==> config.mk <==
export PLATFORM = sky130hd
export DESIGN_NAME = ilen_predecoder
export DESIGN_NICKNAME = d
export VERILOG_FILES = /design/src/rtl/ilen_pkg.sv /design/src/rtl/ilen_word_class.sv /design/src/rtl/ilen_line_tagger.sv /design/src/rtl/ilen_fetch_len.sv /design/src/rtl/ilen_predecoder.sv
export SDC_FILE = /design/constraint.sdc
export NUM_CORES = 1
export LEC_CHECK = 0
export BUFFER_PORTS_ARGS = -buffer_cell sky130_fd_sc_hd__buf_4
export CORE_ASPECT_RATIO = 1.4
export CORE_MARGIN = 4
export CORE_UTILIZATION = 35
export DETAILED_ROUTE_END_ITERATION = 12
export PLACE_DENSITY_LB_ADDON = 0.15
export SLEW_MARGIN = 20
export SYNTH_ARGS = -nofsm -noshare
export SYNTH_HDL_FRONTEND = slang
export SYNTH_HIERARCHICAL = 1
export SYNTH_SLANG_ARGS = --single-unit
==> constraint.sdc <==
create_clock -name clk -period 4 [get_ports clk]
set_input_delay 0.8 -clock clk [delete_from_list [all_inputs] [get_ports clk]]
set_output_delay 0.8 -clock clk [all_outputs]
set_load 0.005 [all_outputs]
==> src/rtl/ilen_pkg.sv <==
package ilen_pkg;

    typedef enum logic [1:0] {
        MODE_VAR16  = 2'd0,
        MODE_FIX32A = 2'd1,
        MODE_FIX32B = 2'd2,
        MODE_CMP    = 2'd3
    } isa_mode_e;

    typedef struct packed {
        logic is32;
        logic chain;
    } wtag_t;

    localparam logic [1:0] LEN_2B  = 2'd0;
    localparam logic [1:0] LEN_4B  = 2'd1;
    localparam logic [1:0] LEN_8B  = 2'd2;
    localparam logic [1:0] LEN_12B = 2'd3;

endpackage

==> src/rtl/ilen_word_class.sv <==
module ilen_word_class
    import ilen_pkg::*;
(
    input  logic [15:0] word,
    input  logic        odd,
    input  isa_mode_e   mode,
    output wtag_t       tag
);

    logic pfx;
    logic bnd;

    always_comb begin
        tag = '0;
        pfx = 1'b0;
        bnd = 1'b0;
        case (mode)
            MODE_VAR16: begin
                tag.is32 = (word[15:13] == 3'b111) || (word[15:12] == 4'b0111) ||
                           (word[15:12] == 4'b1001);
                pfx = (word[15:9] == 7'h7F);
                bnd = ((word[15:12] == 4'hF) && word[10]) ||
                      ((word[15:12] == 4'hE) && word[11] && word[9]);
            end
            MODE_FIX32A: begin
                if (!odd) begin
                    tag.is32 = 1'b1;
                    pfx = (word[12:9] == 4'hF);
                    bnd = word[12] ? word[10] : (word[11] && word[9]);
                end
            end
            MODE_FIX32B: begin
                if (!odd) begin
                    tag.is32 = 1'b1;
                    pfx = ((word[4:3] == 2'b11) && (word[1:0] == 2'b10)) ||
                          (word[6:0] == 7'h7F);
                end
            end
            MODE_CMP: begin
                tag.is32 = (word[1:0] == 2'b11);
                pfx = (word[6:0] == 7'h7F);
            end
            default: tag = '0;
        endcase
        tag.chain = pfx || bnd;
    end

endmodule

==> src/rtl/ilen_line_tagger.sv <==
module ilen_line_tagger
    import ilen_pkg::*;
#(
    parameter int WORDS = 8
)(
    input  logic [WORDS*16-1:0] line,
    input  isa_mode_e           mode,
    output logic [WORDS-1:0]    is32,
    output logic [WORDS-1:0]    chain
);

    for (genvar g = 0; g < WORDS; g++) begin : g_word
        wtag_t t;
        ilen_word_class u_cls (
            .word (line[g*16 +: 16]),
            .odd  (1'(g % 2)),
            .mode (mode),
            .tag  (t)
        );
        assign is32[g]  = t.is32;
        assign chain[g] = t.chain;
    end

endmodule

==> src/rtl/ilen_fetch_len.sv <==
module ilen_fetch_len
    import ilen_pkg::*;
#(
    parameter int WORDS = 8,
    localparam int POS_W = $clog2(WORDS)
)(
    input  logic [WORDS-1:0] is32,
    input  logic [WORDS-1:0] chain,
    input  logic [POS_W-1:0] pos,
    output logic [1:0]       len
);

    logic second;

    always_comb begin
        second = 1'b0;
        if (int'(pos) + 2 < WORDS) begin
            second = is32[int'(pos) + 2] && chain[int'(pos) + 2];
        end
        if (!is32[pos]) begin
            len = LEN_2B;
        end else if (!chain[pos]) begin
            len = LEN_4B;
        end else if (second) begin
            len = LEN_12B;
        end else begin
            len = LEN_8B;
        end
    end

endmodule

==> src/rtl/ilen_predecoder.sv <==
module ilen_predecoder
    import ilen_pkg::*;
#(
    parameter int LINE_BYTES = 16,
    parameter int NUM_SETS   = 4,
    localparam int WORDS  = LINE_BYTES / 2,
    localparam int POS_W  = $clog2(WORDS),
    localparam int SET_W  = $clog2(NUM_SETS),
    localparam int LINE_W = LINE_BYTES * 8
)(
    input  logic              clk,
    input  logic              rst_n,
    input  logic [1:0]        isa_mode,
    input  logic              fill_valid,
    input  logic [SET_W-1:0]  fill_set,
    input  logic [LINE_W-1:0] fill_line,
    input  logic              fetch_valid,
    input  logic [SET_W-1:0]  fetch_set,
    input  logic [POS_W-1:0]  fetch_word,
    input  logic [LINE_W-1:0] fetch_line,
    output logic              fetch_stall,
    output logic              fetch_ok,
    output logic [1:0]        fetch_len
);

    typedef struct packed {
        logic [1:0]                      mode;
        logic [NUM_SETS-1:0]             vld;
        logic [NUM_SETS-1:0][WORDS-1:0]  is32;
        logic [NUM_SETS-1:0][WORDS-1:0]  chain;
    } state_t;

    state_t st_d, st_q;

    isa_mode_e        mode_e;
    logic [WORDS-1:0] fl_is32, fl_chain;
    logic [WORDS-1:0] rc_is32, rc_chain;
    logic [1:0]       sel_len;
    logic             flush;
    logic             hit;

    assign mode_e = isa_mode_e'(isa_mode);

    ilen_line_tagger #(.WORDS(WORDS)) u_fill_tag (
        .line  (fill_line),
        .mode  (mode_e),
        .is32  (fl_is32),
        .chain (fl_chain)
    );

    ilen_line_tagger #(.WORDS(WORDS)) u_fetch_tag (
        .line  (fetch_line),
        .mode  (mode_e),
        .is32  (rc_is32),
        .chain (rc_chain)
    );

    ilen_fetch_len #(.WORDS(WORDS)) u_len (
        .is32  (st_q.is32[fetch_set]),
        .chain (st_q.chain[fetch_set]),
        .pos   (fetch_word),
        .len   (sel_len)
    );

    always_comb begin
        st_d    = st_q;
        flush   = (isa_mode != st_q.mode);
        hit     = st_q.vld[fetch_set] && !flush;
        st_d.mode = isa_mode;
        if (flush) begin
            st_d.vld = '0;
        end
        if (fetch_valid && !hit) begin
            st_d.vld[fetch_set]   = 1'b1;
            st_d.is32[fetch_set]  = rc_is32;
            st_d.chain[fetch_set] = rc_chain;
        end
        if (fill_valid) begin
            st_d.vld[fill_set]   = 1'b1;
            st_d.is32[fill_set]  = fl_is32;
            st_d.chain[fill_set] = fl_chain;
        end
    end

    always_ff @(posedge clk) begin
        if (!rst_n) begin
            st_q <= '0;
        end else begin
            st_q <= st_d;
        end
    end

    assign fetch_stall = fetch_valid && !hit;
    assign fetch_ok    = fetch_valid && hit;
    assign fetch_len   = fetch_ok ? sel_len : LEN_2B;

endmodule

-- After elaboration in Yosys (flattened, before gate mapping)
Index checks and enable logic that the tools add are counted.
Widths: inputs -> output; s select.
- register bits after elaboration: 70
- bits of input ports: 269
- output and inout port bits: 4
- logic and storage cells: 414
- add/sub/neg operators: 1
- $lt $le $gt $ge: 7
- eq/ne operators: 156
- mux-type cells: 92
- bitwise operators: 2
- reduce and logical (&&, ||, !) cells: 146
- operator list (operator ; count):
    $eq 4x4->1 const B ; 56
    $eq 7x7->1 const B ; 32
    $mux 68 ; 2
    $bwmux 32 ; 4
    $logic_or 1x1->1 ; 72
    $pmux 1 s3 ; 24
    $logic_and 1x1->1 ; 70
    $eq 2x2->1 const B ; 34
    $eq 4x3->1 const B ; 16
    $eq 3x3->1 const B ; 16
    $bmux 8 s2 ; 2
    $demux 8 s2 ; 2
    $lt 32x5->1 const B ; 1
    $mux 8 ; 4
    $pmux 1 s4 ; 8
    $mux 1 ; 27
    $pmux 1 s2 ; 8
    $bmux 1 s3 ; 4
    $or 4x4->4 ; 2
    $lt 2x3->1 const B ; 2
    $mux 2 ; 3
    $add 3x2->4 const B ; 1
    $demux 1 s2 ; 2
    $ge 2x1->1 const B ; 2
    other kinds (9) ; 10

-- Logic depth before layout (Yosys ltp)
- depth in word-level cells: 11
- mapped depth: 8
- gate-level depth less buffers: 8

-- Cells and area by module
Netlist, hierarchy kept.
- modules (own cells, without submodules) (module ; instances ; cells an instance ; area an instance (µm²) ; sequential area each (µm²)):
    ilen_predecoder ; 1 ; 547 ; 4784.6 ; 1401.3
    ilen_word_class ; 16 ; 23 ; 178.9 ; 0.0
    ilen_fetch_len ; 1 ; 29 ; 280.3 ; 0.0
    ilen_line_tagger ; 2 ; 2 ; 7.5 ; 0.0

-- Worst setup path before layout
Ideal clock, no wire load.
- kind: input to output
- from: input port fetch_set[0]
- to: output port fetch_len[0]
- data arrival time: 2.733 ns
- data required time: 3.200 ns
- setup slack: 0.467 ns
- stages on the path: 8
- path buffers: 2
- cell sequence: buf_4 buf_2 mux4_2 and3_1 or4_1 o2111ai_2 a21oi_2 and2_1
- word-level cells in the longest chain between the ends: 11
- elaborated cells on any way between the ends: 24
- classes of those cells: mux (21); reduce/logical (3)
- ends and longest elaborated chain (what ; RTL line ; source):
    start, declared ; ilen_predecoder.sv:18 ; input logic [SET_W-1:0] fetch_set,
    $bmux 8 s2 (on tied branches) ; ilen_predecoder.sv:59, ilen_predecoder.sv:60 ;
    $mux 8 (on tied branches) ; ilen_predecoder.sv:59, ilen_predecoder.sv:60 ;
    $bmux 1 s3 ; ilen_fetch_len.sv:18 ; second = is32[int'(pos) + 2] && chain[int'(pos) + 2];
    $mux 1 (not written as such) (2 in series) ; ilen_fetch_len.sv:18 ;
    $logic_and 1x1->1 ; ilen_fetch_len.sv:18 ;
    $mux 1 ; ilen_fetch_len.sv:17 ; if (int'(pos) + 2 < WORDS) begin
    $mux 1 ; ilen_fetch_len.sv:24 ; end else if (second) begin
    $mux 2 ; ilen_fetch_len.sv:22 ; end else if (!chain[pos]) begin
    $mux 2 * ; ilen_fetch_len.sv:20 ; if (!is32[pos]) begin
    named net sel_len[0] ; ilen_predecoder.sv:38 ; logic [1:0] sel_len;
    $mux 2 * ; ilen_predecoder.sv:95 ; assign fetch_len = fetch_ok ? sel_len : LEN_2B;
    end, declared ; ilen_predecoder.sv:23 ; output logic [1:0] fetch_len
The timed path passes the listed nets; every way through them passes the cells marked *. The select of a mux whose other input is x is not followed.

-- Final worst setup path
Same ends and word-level chain as after synthesis.

==> run summary <==
Hold Fails Final Rpt -> 0
DR vias -> 8621
Final Instance Area -> 0.0104 mm²
Layout fillers -> 2316
setup_tns -> 0 ns
Leak Pwr -> 4.25 nW
Setup-failing EPs final -> 0
Post-DRT Antenna Nets -> 0
Die H -> 186 µm
area grow syn2layout -> 31.2%
number of global-route vias before repair -> 8414
Area after DPL -> 0.0101 mm²
diode count -> 0
Via-to-Cell Ratio -> 5.79
Post-Route Utilization -> 0.464
worst-path fanout max -> 21
GRT Total Usage -> 0.223
# port buffers -> 240
Crit. End Element -> output port
Root Driver -> clkbuf_16
Hold EP -> st_q[22]
Worst Max-Slew Pin Slew -> 1.13 ns
first-pass GRT wire length -> 45.1 mm
top flop regs -> st_q (70)
total wire length -> 29.5 mm
final total power -> 0.00241 W
CTS tree -> built
asr flop ratio synth -> 0
EDFF count, synth -> 0
first-iteration detailed-routing DRC count -> 655
Hold Startpoint -> st_q[22]
CTS H-tree depth -> 3
max_cap viols -> 0
Peak VDD IR -> 178 µV
Unique masters post-synth -> 46
critical path class -> input pin to output port
Startpoint Class -> input pin
Max clock buf depth -> 2
HP Class -> register to register
max reg flops -> 70
R2R depth -> 4
PwrDens -> 231 mW/mm²
Mapped Area -> 0.00794 mm²
Synth Register Bits -> 70
syn avg cell area -> 8.38 µm²
Crit path arrival time -> 2.89 ns
largest net degree at the start of global routing -> 134
Num Clock Sinks -> 70
Starting Density -> 0.354
Reg with most FFs -> st_q
Max Slew Vio Count -> 0
Die X -> 135 µm
Reg-to-Reg End -> st_q[3]
status -> finished, final reports clean
initial antenna violation count -> 0
Synth Warn # -> 6
mean routed wirelength per cell -> 19.8 µm
r2r setup slk -> 2.34 ns
postcts setup bufs -> 0
Overflow after GRT -> 0
placed wire-length estimate -> 20.8 mm
Syn Inst Count -> 948
setup slack after placement -> 0.289 ns
Clock transition at path regs -> 0.06 ns
maximum clock rate -> 0.271 GHz
GPL Wtd Cong -> 0.813
period utilization -> 0.922
worst hold path depth -> 2
worst relative slew slack -> 0.246
fin worst setup slack -> 0.314 ns
Rows -> 65
unrepaired setup endpoints after global routing -> no
clock network latency to the later pin of the worst-skew pair -> 0.34 ns
Req. time, crit path -> 3.20 ns
DRC violations left -> 0
Die ar. -> 0.0252 mm²
cts bufs inserted -> 9
Seq/Total Area, Yosys -> 0.176
Core ar. -> 0.0224 mm²
I/O pins -> 273
share of layout cells above drive strength 1 -> 0.277
worst r2r src -> st_q[68]
Hold Buf Count CTS -> 0
Nets -> 1516
1st-pass router iterations -> 6
fin crit period -> 3.69 ns
Resized Gates After CTS -> 0
Clock Skews -> 0.0109 ns
commonest register cell after synthesis -> dfxtp_1
[report_power, final]
part / total, W / switching [W] / leakage, nW / internal (W)
Clock: 0.000824 / 0.000340 / 0.142 / 0.000484
Combinational: 0.000812 / 0.000451 / 3.53 / 0.000361
Sequential: 0.000774 / 0.0000324 / 0.574 / 0.000741
Total: 0.00241 / 0.000824 / 4.25 / 0.00159
[final cells by class]
class                           count  area (µm²)  area share
Inverter                           67         251      0.0241
Timing Repair Buffer              257        1950       0.188
Clock inverter                      7        72.6     0.00696
Clock buffer                        9         225      0.0216
Multi-Input combinational cell    777        6140       0.589
Sequential cell                    70        1400       0.134
Tap cell                          301         377      0.0361
[cells in the mapped netlist, drive strengths merged, types with 2 or more instances]
master | number | area share
nor2b | 16 | 0.013
a31oi | 85 | 0.067
a311o | 64 | 0.081
nand2b | 34 | 0.042
a311oi | 16 | 0.018
mux4 | 21 | 0.060
o21ai | 96 | 0.060
and2 | 69 | 0.055
nand3b | 6 | 0.0057
nand3 | 24 | 0.015
xnor2 | 2 | 0.0032
nand4bb | 17 | 0.024
nor2 | 2 | 0.00095
a21oi | 2 | 0.0017
o211ai | 16 | 0.015
nand4b | 16 | 0.018
a32oi | 64 | 0.071
nand4 | 16 | 0.013
a21o | 16 | 0.015
a221oi | 16 | 0.030
ha | 65 | 0.10
nand2 | 55 | 0.026
inv | 67 | 0.032
dfxtp | 70 | 0.18
clkbuf | 57 | 0.027
buf | 21 | 0.015
conb | 4 | 0.0019
[kinds of logic (layout without fill, tap and decap cells)]
| kind of cell | after synthesis | in the layout | synth area share |
|---|---|---|---|
| multiplexers | 22 | 22 | 0.0618 |
| flip-flops | 70 | 70 | 0.176 |
| AND/OR/NAND/NOR | 261 | 261 | 0.217 |
| other | 4 | 48 | 0.00189 |
| XOR/XNOR | 2 | 2 | 0.00315 |
| AO/OA/AOI/OAI | 379 | 379 | 0.363 |
| adder cells (fa/ha/maj) | 65 | 65 | 0.102 |
| buffers and inverters | 145 | 340 | 0.0736 |
[metrics by stage]
stage	hold WS, ns	instances
floorplan	0.504	992
global placement	0.528	1472
detailed placement	0.543	1472
CTS	0.566	1488
global route	0.595	1488
finish	0.579	1488
[per-layer routing]
layer / up-vias / track usage / part of all wire / wire length (µm)
met5: - / 0 / 0 / 0
met4: 0 / 0.0827 / 0.024 / 703
met3: 43 / 0.0266 / 0.065 / 1930
met2: 354 / 0.402 / 0.51 / 15100
met1: 4055 / 0.273 / 0.40 / 11800
li1: 4169 / - / - / -
[how the worst max path moves through the flow]
stage	start	endpoint	cells after the start	slack [ns]
floorplan	fetch_set[0]	fetch_len[0]	8	0.47
global placement	fetch_set[0]	fetch_len[0]	8	0.31
detailed placement	fetch_set[0]	fetch_len[0]	8	0.29
CTS	fetch_set[0]	fetch_len[0]	8	0.29
global route	fetch_set[0]	fetch_len[0]	8	0.21
finish	fetch_set[0]	fetch_len[0]	8	0.31
[cell usage in the layout (no fill, tap or decap), types with 24 or more instances in the layout]
cell type  synthesis  final
a311o_1           64     64
a31oi_1           85     85
a32oi_1           64     64
and2_1            68     68
buf_4              1    255
conb_1             4     48
dfxtp_1           70     70
ha_1              65     65
inv_1             67     67
nand2_1           55     55
nand3_1           24     24
o21ai_0           96     96
[worst max-delay path: stages]
cell and delay [ns]:
buf_4 0.35, mux4_2 0.58, and3_1 0.20, or4_1 0.48, o2111ai_2 0.11, a21oi_2 0.08, and2_1 0.14, buf_4 0.13
Note: power is estimated with default switching activity, not from simulation.
